===== src/rtl/usart_host_pkg.sv =====
package usart_host_pkg;
    localparam int BYTE_W = 8;

    typedef enum logic {
        SEQ_MODE = 1'b0,
        SEQ_CMD  = 1'b1
    } seq_state_t;

    // command byte bit positions
    localparam int CB_TXE  = 0;
    localparam int CB_DTR  = 1;
    localparam int CB_RXE  = 2;
    localparam int CB_SBRK = 3;
    localparam int CB_ERR  = 4;
    localparam int CB_RTS  = 5;
    localparam int CB_IR   = 6;

    localparam logic [BYTE_W-1:0] SOFT_RST_CODE = 8'h40;
endpackage


===== src/rtl/usart_seq.sv =====
module usart_seq
    import usart_host_pkg::*;
#(
    parameter int DW = BYTE_W
) (
    input  logic          clk,
    input  logic          rst_n,
    input  logic          ctl_wr,
    input  logic [DW-1:0] wdata,
    output logic [DW-1:0] mode_q,
    output logic [DW-1:0] cmd_q,
    output logic          soft_rst,
    output logic          err_clr,
    output logic          in_cmd
);
    seq_state_t state_q, state_d;
    logic       rst_code;

    assign rst_code = ctl_wr && (wdata == DW'(SOFT_RST_CODE));

    // state register
    always_ff @(posedge clk or negedge rst_n) begin
        if (!rst_n) state_q <= SEQ_MODE;
        else        state_q <= state_d;
    end

    // next state
    always_comb begin
        state_d = state_q;
        unique case (state_q)
            SEQ_MODE: if (ctl_wr && !rst_code) state_d = SEQ_CMD;
            SEQ_CMD:  if (rst_code || (ctl_wr && wdata[CB_IR])) state_d = SEQ_MODE;
            default:  state_d = SEQ_MODE;
        endcase
    end

    // stored bytes
    always_ff @(posedge clk or negedge rst_n) begin
        if (!rst_n) begin
            mode_q <= '0;
            cmd_q  <= '0;
        end else if (rst_code) begin
            mode_q <= '0;
            cmd_q  <= '0;
        end else if (ctl_wr) begin
            unique case (state_q)
                SEQ_MODE: mode_q <= wdata;
                SEQ_CMD:  cmd_q  <= wdata;
                default:  mode_q <= wdata;
            endcase
        end
    end

    assign soft_rst = rst_code;
    assign err_clr  = ctl_wr && !rst_code && (state_q == SEQ_CMD) && wdata[CB_ERR];
    assign in_cmd   = (state_q == SEQ_CMD);
endmodule


===== src/rtl/usart_stat.sv =====
module usart_stat
    import usart_host_pkg::*;
#(
    parameter int DW = BYTE_W
) (
    input  logic          clk,
    input  logic          rst_n,
    input  logic          soft_rst,
    input  logic          err_clr,
    input  logic          in_cmd,
    input  logic          txe,
    input  logic          data_wr,
    input  logic          data_rd,
    input  logic          rx_valid,
    input  logic          tx_take,
    input  logic          tx_done,
    input  logic          pe_in,
    input  logic          fe_in,
    input  logic          dsr_n,
    output logic [DW-1:0] status
);
    logic rx_rdy, pe_f, oe_f, fe_f, tx_full, tx_empty;

    always_ff @(posedge clk or negedge rst_n) begin
        if (!rst_n) begin
            rx_rdy   <= 1'b0;
            pe_f     <= 1'b0;
            oe_f     <= 1'b0;
            fe_f     <= 1'b0;
            tx_full  <= 1'b0;
            tx_empty <= 1'b1;
        end else if (soft_rst) begin
            rx_rdy   <= 1'b0;
            pe_f     <= 1'b0;
            oe_f     <= 1'b0;
            fe_f     <= 1'b0;
            tx_full  <= 1'b0;
            tx_empty <= 1'b1;
        end else begin
            if (rx_valid)     rx_rdy <= 1'b1;
            else if (data_rd) rx_rdy <= 1'b0;
            oe_f <= (oe_f && !err_clr) || (rx_valid && rx_rdy);
            pe_f <= (pe_f && !err_clr) || pe_in;
            fe_f <= (fe_f && !err_clr) || fe_in;
            if (data_wr)      tx_full <= 1'b1;
            else if (tx_take) tx_full <= 1'b0;
            if (data_wr)      tx_empty <= 1'b0;
            else if (tx_done) tx_empty <= 1'b1;
        end
    end

    always_comb begin
        status    = '0;
        status[7] = !dsr_n;
        status[6] = 1'b0;
        status[5] = fe_f;
        status[4] = oe_f;
        status[3] = pe_f;
        status[2] = tx_empty;
        status[1] = rx_rdy;
        status[0] = !tx_full && (!in_cmd || txe);
    end
endmodule


===== src/rtl/usart_host_if.sv =====
module usart_host_if
    import usart_host_pkg::*;
#(
    parameter int DW = BYTE_W
) (
    input  logic          clk,
    input  logic          rst_n,
    input  logic          cs,
    input  logic          a0,
    input  logic          rd,
    input  logic          wr,
    input  logic [DW-1:0] din,
    output logic [DW-1:0] dout,
    output logic [DW-1:0] mode_out,
    output logic [DW-1:0] cmd_out,
    output logic          tx_load,
    output logic [DW-1:0] tx_data,
    input  logic          tx_take,
    input  logic          tx_done,
    output logic          tx_en,
    output logic          rx_en,
    output logic          brk,
    input  logic          rx_valid,
    input  logic [DW-1:0] rx_char,
    input  logic          pe_in,
    input  logic          fe_in,
    input  logic          dsr_n,
    output logic          dtr_n,
    output logic          rts_n
);
    logic          ctl_wr, data_wr, data_rd;
    logic          soft_rst, err_clr, seq_in_cmd;
    logic [DW-1:0] status_b, rx_buf;

    assign ctl_wr  = cs && wr && a0;
    assign data_wr = cs && wr && !a0;
    assign data_rd = cs && rd && !a0;

    usart_seq #(.DW(DW)) u_seq (
        .clk(clk), .rst_n(rst_n), .ctl_wr(ctl_wr), .wdata(din),
        .mode_q(mode_out), .cmd_q(cmd_out),
        .soft_rst(soft_rst), .err_clr(err_clr), .in_cmd(seq_in_cmd)
    );

    usart_stat #(.DW(DW)) u_stat (
        .clk(clk), .rst_n(rst_n), .soft_rst(soft_rst), .err_clr(err_clr),
        .in_cmd(seq_in_cmd), .txe(cmd_out[CB_TXE]),
        .data_wr(data_wr), .data_rd(data_rd), .rx_valid(rx_valid),
        .tx_take(tx_take), .tx_done(tx_done), .pe_in(pe_in), .fe_in(fe_in),
        .dsr_n(dsr_n), .status(status_b)
    );

    always_ff @(posedge clk or negedge rst_n) begin
        if (!rst_n) begin
            rx_buf  <= '0;
            tx_data <= '0;
            tx_load <= 1'b0;
        end else begin
            tx_load <= data_wr;
            if (data_wr) tx_data <= din;
            if (soft_rst)      rx_buf <= '0;
            else if (rx_valid) rx_buf <= rx_char;
        end
    end

    assign dout  = a0 ? status_b : rx_buf;
    assign tx_en = cmd_out[CB_TXE];
    assign rx_en = cmd_out[CB_RXE];
    assign brk   = cmd_out[CB_SBRK];
    assign dtr_n = !cmd_out[CB_DTR];
    assign rts_n = !cmd_out[CB_RTS];
endmodule


===== config.mk =====
export PLATFORM = sky130hd
export DESIGN_NAME = usart_host_if
export DESIGN_NICKNAME = d
export VERILOG_FILES = /design/src/rtl/usart_host_pkg.sv /design/src/rtl/usart_seq.sv /design/src/rtl/usart_stat.sv /design/src/rtl/usart_host_if.sv
export SDC_FILE = /design/constraint.sdc
export NUM_CORES = 1
export LEC_CHECK = 0
export ABC_AREA = 1
export BUFFER_PORTS_ARGS = -buffer_cell sky130_fd_sc_hd__buf_2
export CORE_UTILIZATION = 44
export CTS_CLUSTER_DIAMETER = 200
export CTS_CLUSTER_SIZE = 10
export DETAILED_ROUTE_END_ITERATION = 12
export HOLD_SLACK_MARGIN = 0.02
export PLACE_DENSITY = 0.75
export REMOVE_ABC_BUFFERS = 1
export SETUP_SLACK_MARGIN = 0.15
export SKIP_CTS_REPAIR_TIMING = 1
export SLEW_MARGIN = 20
export SYNTH_ARGS = -nofsm -noshare
export SYNTH_HDL_FRONTEND = slang
export SYNTH_SLANG_ARGS = --single-unit

===== constraint.sdc =====
create_clock -name clk -period 0.95 [get_ports clk]
set_input_delay 0.095 -clock clk [delete_from_list [all_inputs] [get_ports clk]]
set_output_delay 0.095 -clock clk [all_outputs]
set_load 0.02 [all_outputs]

==> flow_metrics.tcl <==
set metrics [dict create \
    synth_xor_area_share_pct 0 \
    grt_pass1_wl_mm 7.39 \
    status "finished, violations left" \
    leakagePower_nw 1.61 \
    numCtsBuffers 5 \
    final_cell_mix "64 x nand2_1, 44 x buf_4, 39 x buf_6, 39 x dfrtp_1, 29 x buf_2" \
    synth_seq_cells 40 \
    yosys.area_share.adder_pct 0 \
    comb_power_share_pct 45.7 \
    vdd_drop_max_v 0.00144 \
    grt_use_total_pct 22.1 \
    ys_seq_area_share_pct 53.7 \
    timing.final.crit_share_pct 142 \
    cts_root_buffer "clkbuf_8" \
    hpwl_mm 3.28 \
    syn_to_final_growth_pct 62.7 \
    dieArea_sq_mm 0.00450 \
    seq_area_sq_mm 0.00100 \
    diodes 0 \
    boundaryPins 66 \
    arrival_ps 1260 \
    final_common_cell "nand2_1" \
    io_buffer_count 65 \
    grt_overflow 0 \
    clkPwrFrac_pct 19.7 \
    core_sq_mm 0.00403 \
    seq_power_share_pct 34.6 \
    final_nets 354 \
    end_kind "output pin" \
    max_slew.worst_pin.slew_ps 372 \
    muxShareOfSynthArea_pct 0 \
    place_ws_ps -133 \
    p_int_w 0.00452 \
    clock_skew_ps 14.9 \
    timing.final.setup_violations 36 \
    rows 23 \
    powerDensity_mw_per_mm2 2320 \
    clockBufferDepth 2 \
    netlist-cell-type-count 24 \
    start_kind "register" \
    fmax_mhz 739 \
    num_vias 1949 \
    swShare_pct 35.9 \
    fp.dieW_um 67.1 \
    initial_utilization_pct 46.3 \
    worstSetupPathType "reg2out" \
    fillers 247 \
    synth_compound_area_share_pct 7.71 \
    rsz0062_at_grt "yes" \
    ant_nets 0 \
    hp-class "in2reg" \
    relSlewSlack_pct 75.2 \
    die_h_um 67.1 \
    synth_top_family_by_area "simple AND/OR/NAND/NOR gates" \
    viasPerCell 5.17 \
    violations "setup timing" \
    path_max_fanout 3 \
    period_needed_ps 1350 \
    clk_pin_slew_ps 80 \
    drv_cap 0 \
    netlist_instances 214 \
    antenna_found_initial 0 \
    finalMaxSlewViolations 0 \
    drc_errors 0 \
    drive_gt1_share_pct 51.1 \
    syn_area_sq_mm 0.00187 \
    cp.required_ps 850 \
    clkLatencyLatePin_ps 300 \
    cts_tree "done" \
    drt_pre_antenna_iters 6 \
    syn_area_per_cell_sq_um 8.72 \
    cts_sinks 40 \
    yosysWarnings 0 \
    wirelength_mm 5.84 \
    wl_per_cell_um 15.5 \
    grt_pass1_vias 1700 \
    fin_tns_setup_ps -3810 \
    dr.first_iter.drc_count 95 \
    synth-simple-area-share_pct 29.6 \
    p_switching_w 0.00253 \
    grt_start_max_net_pins 27 \
    worst_slack_ps -403 \
    gp_congestion 0.848 \
    multi_input_area_sq_um 805 \
    h-tree-depth 2 \
    hold_violations 0 \
]
-- per-stage QoR --
stage / util [%] / total power (W) / cells / hold WS, ps / instance area, sq um
final: 75.3 / 0.00705 / 377 / 27.2 / 3040
after global routing: 75.3 / 0.00735 / 377 / 27.5 / 3040
after CTS: 62.7 / 0.00573 / 356 / -285 / 2520
after detailed placement: 60.0 / 0.00438 / 348 / 23.9 / 2420
after global placement: 60.0 / 0.00432 / 348 / 20.4 / 2420
after floorplan: - / 0.00351 / 204 / -201 / 1790
-- worst max-delay path: stages, from the launching register on --
cell	delay (ps)
dfrtp_1	400
inv_2	80
nor2_1	60
o31ai_1	230
buf_2	200
-- synthesized netlist by cell type, drive strengths merged --
library cell	count	area [sq um]
o31ai	1	7.51
a21oi	13	76.3
clkbuf	1	3.75
nand3	32	220
inv	22	85.1
dfrtp	39	976
nor2	10	55.1
nand2	73	277
buf	9	75.1
o21ai	12	60.1
clkinv	1	3.75
dfstp	1	26.3
-- power groups by stage --
stage               Combinational (W)  Sequential [W]  Clock [W]
floorplan                    0.000658         0.00285          0
global placement              0.00197         0.00235          0
detailed placement            0.00202         0.00236          0
CTS                           0.00203         0.00233    0.00138
global route                  0.00343         0.00247    0.00146
finish                        0.00322         0.00244    0.00139
-- metal layers --
| metal | vias to the layer above | track usage [%] | wire [um] |
|---|---|---|---|
| met2 | 77 | 38.3 | 3190 |
| met3 | 18 | 4.28 | 254 |
| met4 | 0 | 8.78 | 140 |
| li1 | 901 | - | - |
| met5 | - | 0 | 0 |
| met1 | 953 | 26.8 | 2260 |
-- layout make-up --
type	instances	area share, %
clock inverters	2	1.15
clock buffers	6	2.39
repair buffers	115	31.8
well taps	50	2.06
multi-input cells	141	26.5
flip-flops and latches	40	33.0
inverters	23	3.09
-- state kept, by name (all words and copies together), names as in the netlist --
name             cells
u_stat.rx_rdy        1
u_seq.cmd_q          8
u_stat.pe_f          1
u_stat.tx_empty      1
rx_buf               8
u_seq.mode_q         8
tx_load              1
u_stat.fe_f          1
u_stat.tx_full       1
u_stat.oe_f          1
u_seq.in_cmd         1
tx_data              8
-- kinds of logic after synthesis --
family | after synthesis
flip-flops | 40
AO/OA/AOI/OAI | 26
AND/OR/NAND/NOR | 115
buffers and inverters | 33
-- path summary, 6_finish.rpt --
path	from	end	slack, ps	cells past startpoint
max in group asynchronous	rst_n	rx_buf[4]$_DFFE_PN0P_	200	3
min in group asynchronous	rst_n	tx_data[1]$_DFFE_PN0P_	290	2
worst min-delay path	fe_in	u_stat.fe_f$_DFF_PN0_	30	3
worst max-delay path	u_seq.in_cmd$_DFF_PN0_	dout[0]	-400	4
worst max register to register	u_seq.in_cmd$_DFF_PN0_	u_seq.cmd_q[6]$_DFFE_PN0P_	-230	6
worst min register to register	rx_buf[0]$_DFFE_PN0P_	rx_buf[0]$_DFFE_PN0P_	530	2
(Power assumes the default switching activity.)
